File: config.mk
export PLATFORM = sky130hd
export DESIGN_NAME = selftest_launch_ctrl
export DESIGN_NICKNAME = d
export VERILOG_FILES = /design/src/rtl/selftest_launch_ctrl.sv
export SDC_FILE = /design/constraint.sdc
export NUM_CORES = 1
export LEC_CHECK = 0
export BUFFER_PORTS_ARGS = -buffer_cell sky130_fd_sc_hd__clkbuf_2
export CORE_MARGIN = 4
export CORE_UTILIZATION = 50
export CTS_CLUSTER_SIZE = 25
export DETAILED_ROUTE_END_ITERATION = 10
export PLACE_DENSITY_LB_ADDON = 0.25
export SYNTH_ARGS = -nofsm -noshare
export SYNTH_HDL_FRONTEND = slang
export SYNTH_SLANG_ARGS = --single-unit
File: constraint.sdc
create_clock -name clk -period 2.7 [get_ports clk]
set_clock_uncertainty 0.15 [all_clocks]
set_input_delay 0.135 -clock clk [delete_from_list [all_inputs] [get_ports clk]]
set_output_delay 0.135 -clock clk [all_outputs]
set_load 0.02 [all_outputs]
File: src/rtl/selftest_launch_ctrl.sv
module selftest_launch_ctrl #(
  parameter int DW = 32
) (
  input  logic          clk,
  input  logic          rst_n,
  input  logic          reg_wr_en,
  input  logic [31:0]   reg_wdata,
  output logic [31:0]   reg_rdata,
  input  logic [2:0]    port_present,
  input  logic [2:0]    port_ready,
  input  logic [2:0]    port_lowpwr,
  input  logic [2:0]    port_enable,
  input  logic [DW-1:0] td_word0,
  input  logic [DW-1:0] td_word1,
  output logic [2:0]    lnk_req,
  input  logic          lnk_ack,
  input  logic          lnk_done,
  input  logic          lnk_fail,
  output logic [7:0]    lnk_pattern,
  output logic [DW-1:0] lnk_word0,
  output logic [DW-1:0] lnk_word1
);

  logic [2:0]    init_r, lock_r, req_r, cur_r;
  logic [5:0]    parm_r;
  logic          succ_r, fail_r, busy_r;
  logic [7:0]    pat_r;
  logic [DW-1:0] w0_r, w1_r;

  wire [2:0] wr_init = {reg_wdata[12], reg_wdata[9], reg_wdata[8]};
  wire [2:0] rise    = reg_wr_en ? (wr_init & ~init_r) : 3'b000;
  wire [2:0] able    = port_present & port_ready & ~port_lowpwr & port_enable & ~lock_r;
  wire [2:0] cand    = rise & able;
  wire [2:0] pick    = cand & (~cand + 3'd1);
  wire       launch  = ~busy_r & (|cand);
  wire       waiting = busy_r & ~(|req_r);
  wire       fin_ok  = waiting & lnk_done;
  wire       fin_bad = waiting & lnk_fail;
  wire       clr_ok  = reg_wr_en & reg_wdata[11];
  wire       clr_bad = reg_wr_en & reg_wdata[10];
  wire       unused_wbits = ^{reg_wdata[31:13], reg_wdata[1:0]};

  always_ff @(posedge clk) begin
    if (!rst_n) begin
      init_r <= '0;
      parm_r <= '0;
      succ_r <= 1'b0;
      fail_r <= 1'b0;
      busy_r <= 1'b0;
      req_r  <= '0;
      cur_r  <= '0;
      lock_r <= '0;
      pat_r  <= '0;
      w0_r   <= '0;
      w1_r   <= '0;
    end else begin
      if (reg_wr_en) begin
        init_r <= wr_init;
        parm_r <= reg_wdata[7:2];
      end
      succ_r <= fin_ok  | (succ_r & ~clr_ok);
      fail_r <= fin_bad | (fail_r & ~clr_bad);
      if (launch) begin
        busy_r <= 1'b1;
        req_r  <= pick;
        cur_r  <= pick;
        pat_r  <= {reg_wdata[7:2], 2'b00};
        w0_r   <= td_word0;
        w1_r   <= td_word1;
      end else begin
        if ((|req_r) && lnk_ack) req_r <= '0;
        if (fin_ok || fin_bad) busy_r <= 1'b0;
      end
      for (int i = 0; i < 3; i++) begin
        if (!port_enable[i])          lock_r[i] <= 1'b0;
        else if (fin_ok && cur_r[i])  lock_r[i] <= 1'b1;
      end
    end
  end

  assign reg_rdata   = {19'd0, init_r[2], succ_r, fail_r, init_r[1], init_r[0], parm_r, 2'b00};
  assign lnk_req     = req_r;
  assign lnk_pattern = pat_r;
  assign lnk_word0   = w0_r;
  assign lnk_word1   = w1_r;

endmodule

Yosys cells after proc, flatten, opt, wreduce, memory -nomap -nowiden

Cells that the tools add are included.

Register bits after elaboration: 91
Bits of input ports: 114
Output and inout bits: 107

Add/sub/neg operators: 1
Multiplexer cells: 5
Bitwise operators: 25
Reductions and logical operators: 12

Operators by type and width:

| kind                                                           | number |
|---|---|
| 3-bit bitwise AND                                              | 7 |
| 3-bit inverter                                                 | 4 |
| 3-bit 2-to-1 mux                                               | 3 |
| 1-bit bitwise AND                                              | 8 |
| 2-bit AND reduction                                            | 3 |
| 3-bit OR reduction                                             | 2 |
| 1-bit logical AND                                              | 4 |
| 1-bit inverter                                                 | 4 |
| 2-bit nonzero test                                             | 2 |
| 3-bit by 1-bit adder with 3-bit output (second input constant) | 1 |
| 1-bit 2-to-1 mux                                               | 2 |
| 1-bit OR                                                       | 2 |
| 1-bit logical OR                                               | 1 |

Logic depth before layout (Yosys ltp)

Gate-level depths: netlist of run 1.

Word-level depth: 9
Mapped depth: 7

Least setup slack after synthesis of run 1

No wires, ideal clock.

Kind: register to register
Start point: reg init_r[2]
End point: reg pat_r[2], in the netlist lnk_pattern[2]
Library setup time: 0.136 ns
Data arrival time: 1.404 ns
Required time: 2.414 ns
Slack: 1.010 ns
Stages on the path, launching flop included: 7
Path buffers: 2
Period minus slack after synthesis: 1.690 ns
Path through: dfxtp_1 and4bb_1 and4_1 clkbuf_2 clkbuf_1 o21ai_0 o311ai_1

Word-level cells in the longest chain between the ends: 6

Ends and longest elaborated chain:

| item                     | line | text |
|---|---|---|
| start: declaration       | 24   | `logic [2:0] init_r, lock_r, req_r, cur_r;` |
| start signal: assignment | 58   | `init_r <= wr_init;` |
| 3-bit inverter           | 31   | `wire [2:0] rise = reg_wr_en ? (wr_init & ~init_r) : 3'b000;` |
| 3-bit bitwise AND        | 31   |  |
| 3-bit 2-to-1 mux         | 31   |  |
| 3-bit bitwise AND        | 33   | `wire [2:0] cand = rise & able;` |
| 3-bit OR reduction       | 35   | `wire launch = ~busy_r & (\|cand);` |
| 1-bit bitwise AND        | 35   |  |
| end signal: assignment   | 67   | `pat_r <= {reg_wdata[7:2], 2'b00};` |
| end: declaration         | 27   | `logic [7:0] pat_r;` |

No other way between the ends.
A chain may end at the register's enable or synchronous reset.

Worst setup path in the final report of run 1

Start point: in reg_wdata[12]
End point: reg w1_r[10], in the netlist lnk_word1[10]

Word-level cells in the longest chain between the ends: 5

Ends and longest elaborated chain:

| item                   | line | text |
|---|---|---|
| start: declaration     | 7    | `input logic [31:0] reg_wdata,` |
| 3-bit bitwise AND      | 31   |  |
| 3-bit 2-to-1 mux       | 31   |  |
| 3-bit bitwise AND      | 33   |  |
| 3-bit OR reduction     | 35   |  |
| 1-bit bitwise AND      | 35   |  |
| end signal: assignment | 69   | `w1_r <= td_word1;` |
| end: declaration       | 28   | `logic [DW-1:0] w0_r, w1_r;` |

No other way between the ends.

==> results of run 1 <==
-- synthesized netlist by cell type --
cell / instances / area share, %
and4bb_1: 2 / 0.47
buf_2: 19 / 1.8
and2_1: 2 / 0.24
and4b_1: 1 / 0.19
a21o_1: 1 / 0.14
buf_4: 32 / 4.5
o22ai_1: 1 / 0.12
nand2b_1: 1 / 0.12
conb_1: 1 / 0.071
o32ai_1: 1 / 0.17
nand4_1: 2 / 0.24
clkbuf_1: 50 / 3.5
mux2i_1: 9 / 1.7
buf_6: 2 / 0.42
a32o_1: 2 / 0.38
o221a_1: 2 / 0.42
a22oi_1: 1 / 0.14
o21ai_1: 1 / 0.094
and3b_1: 70 / 12
o21ai_0: 70 / 6.6
nor2b_1: 15 / 1.8
nor4bb_2: 1 / 0.31
inv_1: 1 / 0.071
nor4b_1: 1 / 0.17
o311a_1: 1 / 0.19
o311ai_1: 70 / 12
nor2_1: 5 / 0.35
dfxtp_1: 91 / 34
a21oi_1: 5 / 0.47
nand2_1: 81 / 5.7
and4_1: 2 / 0.33
clkbuf_2: 3 / 0.28
a32oi_1: 70 / 12
-- repair_timing --
action,in CTS,in global routing
endpoints found under the hold margin,20,0
hold buffers,20,0
setup endpoints to repair,0,0
-- where the power goes --
| group | internal (mW) | total, mW | switching [mW] |
|---|---|---|---|
| sequential | 1.37 | 1.40 | 0.0251 |
| clock | 0.447 | 0.918 | 0.471 |
| combinational | 0.167 | 0.405 | 0.237 |
-- routing by layer --
layer | vias to the layer above | part of all wire [%] | track usage [%]
met2 | 233 | 47 | 36.1
met3 | 22 | 7.3 | 4.53
li1 | 2628 | - | -
met1 | 2583 | 44 | 32.4
met5 | - | 0 | 0
met4 | 0 | 2.1 | 8.60
-- path summary, 6_finish.rpt --
| check | cells past startpoint | start | end |
|---|---|---|---|
| max | 6 | reg_wdata[12] | lnk_word1[10]$_SDFFE_PN0P_ |
| min | 4 | td_word1[15] | lnk_word1[15]$_SDFFE_PN0P_ |
| max reg2reg | 4 | init_r[2]$_SDFFE_PN0P_ | lnk_word1[10]$_SDFFE_PN0P_ |
| min reg2reg | 2 | lock_r[2]$_SDFFE_PN0P_ | lock_r[2]$_SDFFE_PN0P_ |
-- flip-flops by register name (all words and copies together) (netlist names) --
signal       cells
busy_r           1
succ_r           1
init_r           3
lnk_req          3
fail_r           1
lnk_word1       32
cur_r            3
parm_r           6
lnk_word0       32
lnk_pattern      6
lock_r           3
-- kinds of logic (layout without fill, tap and decap cells) --
logic type             count (synthesis)  in the layout  share of synthesized area (%)
AOI/OAI and AO/OA                    225            225                           31.8
and+or+nand+nor                      183            183                           21.5
buffers and inverters                107            224                           10.6
DFF                                   91             91                           34.3
muxes                                  9              9                           1.70
other                                  1             23                         0.0707
-- area by class of cell --
| class | instances | area (um^2) | share of cell area [%] |
|---|---|---|---|
| Tap cell | 136 | 170 | 2.65 |
| Inverter | 1 | 3.75 | 0.0584 |
| Sequential cell | 91 | 1830 | 28.4 |
| Clock buffer | 12 | 145 | 2.26 |
| Multi-Input combinational cell | 440 | 3010 | 46.9 |
| Clock inverter | 3 | 40.0 | 0.623 |
| Timing Repair Buffer | 208 | 1230 | 19.1 |
-- worst min-delay path, cell delays in order --
cell	delay, ns
clkbuf_2	0.07
and3b_1	0.15
a32oi_1	0.06
o311ai_1	0.08
-- metrics by stage --
| step | cell area [um^2] | util, % | total power, mW | hold slack [ns] | std cells |
|---|---|---|---|---|---|
| floorplan | 5390 | - | 1.69 | 0.104 | 638 |
| global route | 6420 | 62.2 | 2.84 | 0.0295 | 891 |
| global placement | 6040 | 58.5 | 1.79 | 0.228 | 856 |
| finish | 6420 | 62.2 | 2.72 | 0.0213 | 891 |
| detailed placement | 6040 | 58.5 | 1.81 | 0.234 | 856 |
| CTS | 6420 | 62.2 | 2.75 | 0.000521 | 891 |
==> qor.yml, run 1 <==
setup_path:
  reg2reg_setup_slack_ns: 0.27
  critPathSlowestCell: "and4_2"
  cp.required_ns: 2.80
  worstSetupEndpointType: "flip-flop"
  worstSetupStartpointType: "input pin"
  arrival_ns: 2.58
  critical_path.top_delay_family: "simple AND/OR/NAND/NOR gates"
  cp_slowest_stage_delay_ns: 1.07
  worst-path-buf-inv: 2
  crit_chain: "dlygate4sd3_1 > clkbuf_2 > and4bb_1 > and4_2 > o21ai_0 > o311ai_1"
  crit_fanout: 70
  criticalPathCategory: "in -> reg"
detailed_routing:
  viasPerCell: 6.13
  dr.first_iter.drc_count: 521
  finalWirelength_um: 15100
  drcViolationCount: 0
  routedWlPerCell_um: 17.0
  firstDrtPassIters: 5
  ant_nets: 0
  via_count: 5466
synthesis:
  synth.distinct_cells: 33
  ys_seq_area_share_pct: 34.3
  ys_ff_latch: 91
  postSynthCellCount: 616
  yosysWarningCount: 0
  avgSynthCellArea_um2: 8.62
  syn_area_um2: 5310
sta:
  grt_setup_unrepaired: "false"
  setup_ws_ns: 0.221
  tightest_slew_ns: 1.26
  min_period_ns: 2.48
  finalHoldViolCount: 0
  fin_crit_sh_pct: 91.8
  finalSetupViolCount: 0
  fin_setup_tns_ns: 0
  slew_viol_final: 0
  relSlewSlack_pct: 16.3
  max_freq_mhz: 403
floorplanning:
  start_util_pct: 51.4
  core_um2: 10300
  die_width_um: 111
  die-area_um2: 12300
  rows: 37
  fp.dieH_um: 111
  ioPinCount: 221
cells_and_area:
  most-common-layout-cells: "clkbuf_2, dfxtp_1, nand2_1"
  fillers: 933
  area_growth_pct: 21.0
  n_antenna_cell: 0
  final_common_cell: "clkbuf_2"
  nets: 865
  drive_above_1_share_pct: 27.4
cts:
  cts_tree: "yes"
  cts_root_buffer: "clkbuf_8"
  postCtsSetupRepairBufs: 0
  clk_pin_slew_worst_paths_ns: 0.09
  cts_made_buffers: 9
  htree_levels: 3
  clockBufferDepth: 2
  cts_resized: 0
  cts.sinks: 91
  clock_latency_ns: 0.35
grt:
  grt_start_max_net_pins: 87
  antenna_found_initial: 0
  grt_pass1_vias: 4958
  grt.overflow.total: 0
  grt_use_total_pct: 23.4
  grt_pass1_wl_um: 24700
job:
  cap_violations: 0
power_and_ir_drop:
  ir_drop_mv: 0.201
  p_leak_nw: 2.69
  power_density_nw_per_um2: 423
place:
  dp_hpwl_um: 9690
  post-place-ws_ns: 0.334
  place_congestion: 0.780
  io_buffers: 176
outcome:
  status: "finished clean"
worst_hold_path:
  hold_path.class: "in -> reg"
No activity file was read; power rests on OpenSTA's default activity.
==> inputs of run 2 (changes only) <==
Settings changed: CELL_PAD_IN_SITES_DETAIL_PLACEMENT from default to 0, CELL_PAD_IN_SITES_GLOBAL_PLACEMENT from default to 2, CORE_UTILIZATION 50 to 29, SKIP_LAST_GASP from default to 1.
==> qor.yml, run 2 (synthesized netlist as in run 1, its figures left out) <==
grt:
  grt_use_total_pct: 15.8
  grt_pass1_vias: 5179
  grt_pass1_wl_um: 26600
  antenna_found_initial: 0
  grt.overflow.total: 0
  grt_start_max_net_pins: 92
place:
  io_buffers: 176
  dp_hpwl_um: 10800
  post-place-ws_ns: 0.836
  place_congestion: 0.707
detailed_routing:
  finalWirelength_um: 17100
  viasPerCell: 5.49
  firstDrtPassIters: 4
  dr.first_iter.drc_count: 321
  ant_nets: 0
  drcViolationCount: 0
  routedWlPerCell_um: 17.3
  via_count: 5401
cts:
  cts.sinks: 91
  clk_pin_slew_worst_paths_ns: 0.07
  clock_latency_ns: 0.34
  htree_levels: 3
  cts_tree: "yes"
  cts_made_buffers: 9
  cts_resized: 0
  cts_root_buffer: "clkbuf_16"
  clockBufferDepth: 2
power_and_ir_drop:
  p_comb_share_pct: 13.2
  p_leak_nw: 2.75
  total_power_mw: 3.08
  ir_drop_mv: 0.283
  power_density_nw_per_um2: 462
  clockPowerShare_pct: 41.3
  p_sw_mw: 0.811
  seqPwrFrac_pct: 45.5
  p_int_mw: 2.27
  sw_frac_of_total_pct: 26.3
cells_and_area:
  n_antenna_cell: 0
  final_common_cell: "clkbuf_2"
  final_util_pct: 37.1
  nets: 864
  seq_area_um2: 1830
  drive_above_1_share_pct: 27.8
  most-common-layout-cells: "clkbuf_2, dfxtp_1, nand2_1"
  multiInputGateArea_um2: 3010
  fillers: 1842
  area_growth_pct: 25.4
floorplanning:
  die-area_um2: 20500
  start_util_pct: 29.5
  ioPinCount: 221
  rows: 49
  core_um2: 18000
  fp.dieH_um: 143
  die_width_um: 143
setup_path:
  reg2reg_depth: 4
  crit_chain: "nor4b_1 > a22oi_1 > dlygate4sd3_1 > nor2b_1"
  critPathSlowestCell: "dfxtp_4"
  crit_fanout: 45
  cp_slowest_stage_delay_ns: 0.63
  arrival_ns: 2.29
  criticalPathCategory: "reg -> reg"
  reg2reg_setup_slack_ns: 0.54
  worstSetupEndpointType: "flip-flop"
  r2r-end: "fail_r$_SDFF_PN0_"
  worstSetupStartpointType: "flip-flop"
  r2r_start: "busy_r$_SDFFE_PN0P_"
  cp.required_ns: 2.83
worst_hold_path:
  whs_path_depth: 4
  hold_path.class: "in -> reg"
  min_to: "lnk_word1[18]$_SDFFE_PN0P_"
  hp-start: "td_word1[18]"
outcome:
  status: "finished clean"
sta:
  relSlewSlack_pct: 59.2
  max_freq_mhz: 464
  finalSetupViolCount: 0
  finalHoldViolCount: 0
  tightest_slew_ns: 0.611
  min_period_ns: 2.16
  setup_ws_ns: 0.543
  slew_viol_final: 0
  fin_setup_tns_ns: 0
  grt_setup_unrepaired: "false"
  fin_hold_ws_ns: 0.0302
  fin_crit_sh_pct: 79.9
job:
  cap_violations: 0
[run 2: how the worst max path moves through the flow]
stage | endpoint | start | cells past startpoint | slack [ns]
floorplan | lnk_pattern[2]$_SDFFE_PN0P_ | init_r[2]$_SDFFE_PN0P_ | 6 | 1.01
global placement | lnk_word0[26]$_SDFFE_PN0P_ | reg_wr_en | 6 | 0.86
detailed placement | lnk_word0[25]$_SDFFE_PN0P_ | init_r[2]$_SDFFE_PN0P_ | 5 | 0.84
CTS | fail_r$_SDFF_PN0_ | busy_r$_SDFFE_PN0P_ | 4 | 0.55
global route | fail_r$_SDFF_PN0_ | busy_r$_SDFFE_PN0P_ | 4 | 0.41
finish | fail_r$_SDFF_PN0_ | busy_r$_SDFFE_PN0P_ | 4 | 0.54
[run 2: power by group through the flow]
stage	sequential (mW)	combinational, mW	clock (mW)
final	1.40	0.407	1.27
after global routing	1.40	0.444	1.36
after CTS	1.40	0.408	1.32
after detailed placement	1.43	0.387	0
after global placement	1.43	0.380	0
after floorplan	1.46	0.235	0
[run 2: what timing repair did]
action	in CTS	in global routing
buffers inserted	0	0
hold buffers	17	0
endpoints found under the hold margin	16	0
[run 2: cell type report]
cell class                 instances  share of cell area [%]
timing repair buffer             207                    18.6
multi-input combinational        440                    45.2
clock buffer                      15                    4.32
inverter                           1                  0.0564
clock inverter                     1                  0.0752
sequential                        91                    27.4
tap                              229                    4.30
[run 2: worst max-delay path: cells and delay by family (launching register included)]
kind,cells,cell delay (ns)
AO/OA/AOI/OAI,1,0.16
buffers and inverters,1,0.58
flip-flops,1,0.63
AND/OR/NAND/NOR,2,0.57
[run 2: per-stage QoR]
| step | area (um^2) | cells |
|---|---|---|
| finish | 6660 | 984 |
| global route | 6660 | 984 |
| CTS | 6660 | 984 |
| detailed placement | 6190 | 951 |
| global placement | 6190 | 951 |
| floorplan | 5390 | 638 |
[run 2: routing by layer]
metal | GRT usage, % | vias up | wire (um)
met4 | 4.76 | 0 | 253
met2 | 26.3 | 158 | 8250
met3 | 3.85 | 20 | 1080
li1 | - | 2625 | -
met1 | 20.3 | 2598 | 7480
met5 | 0 | - | 0
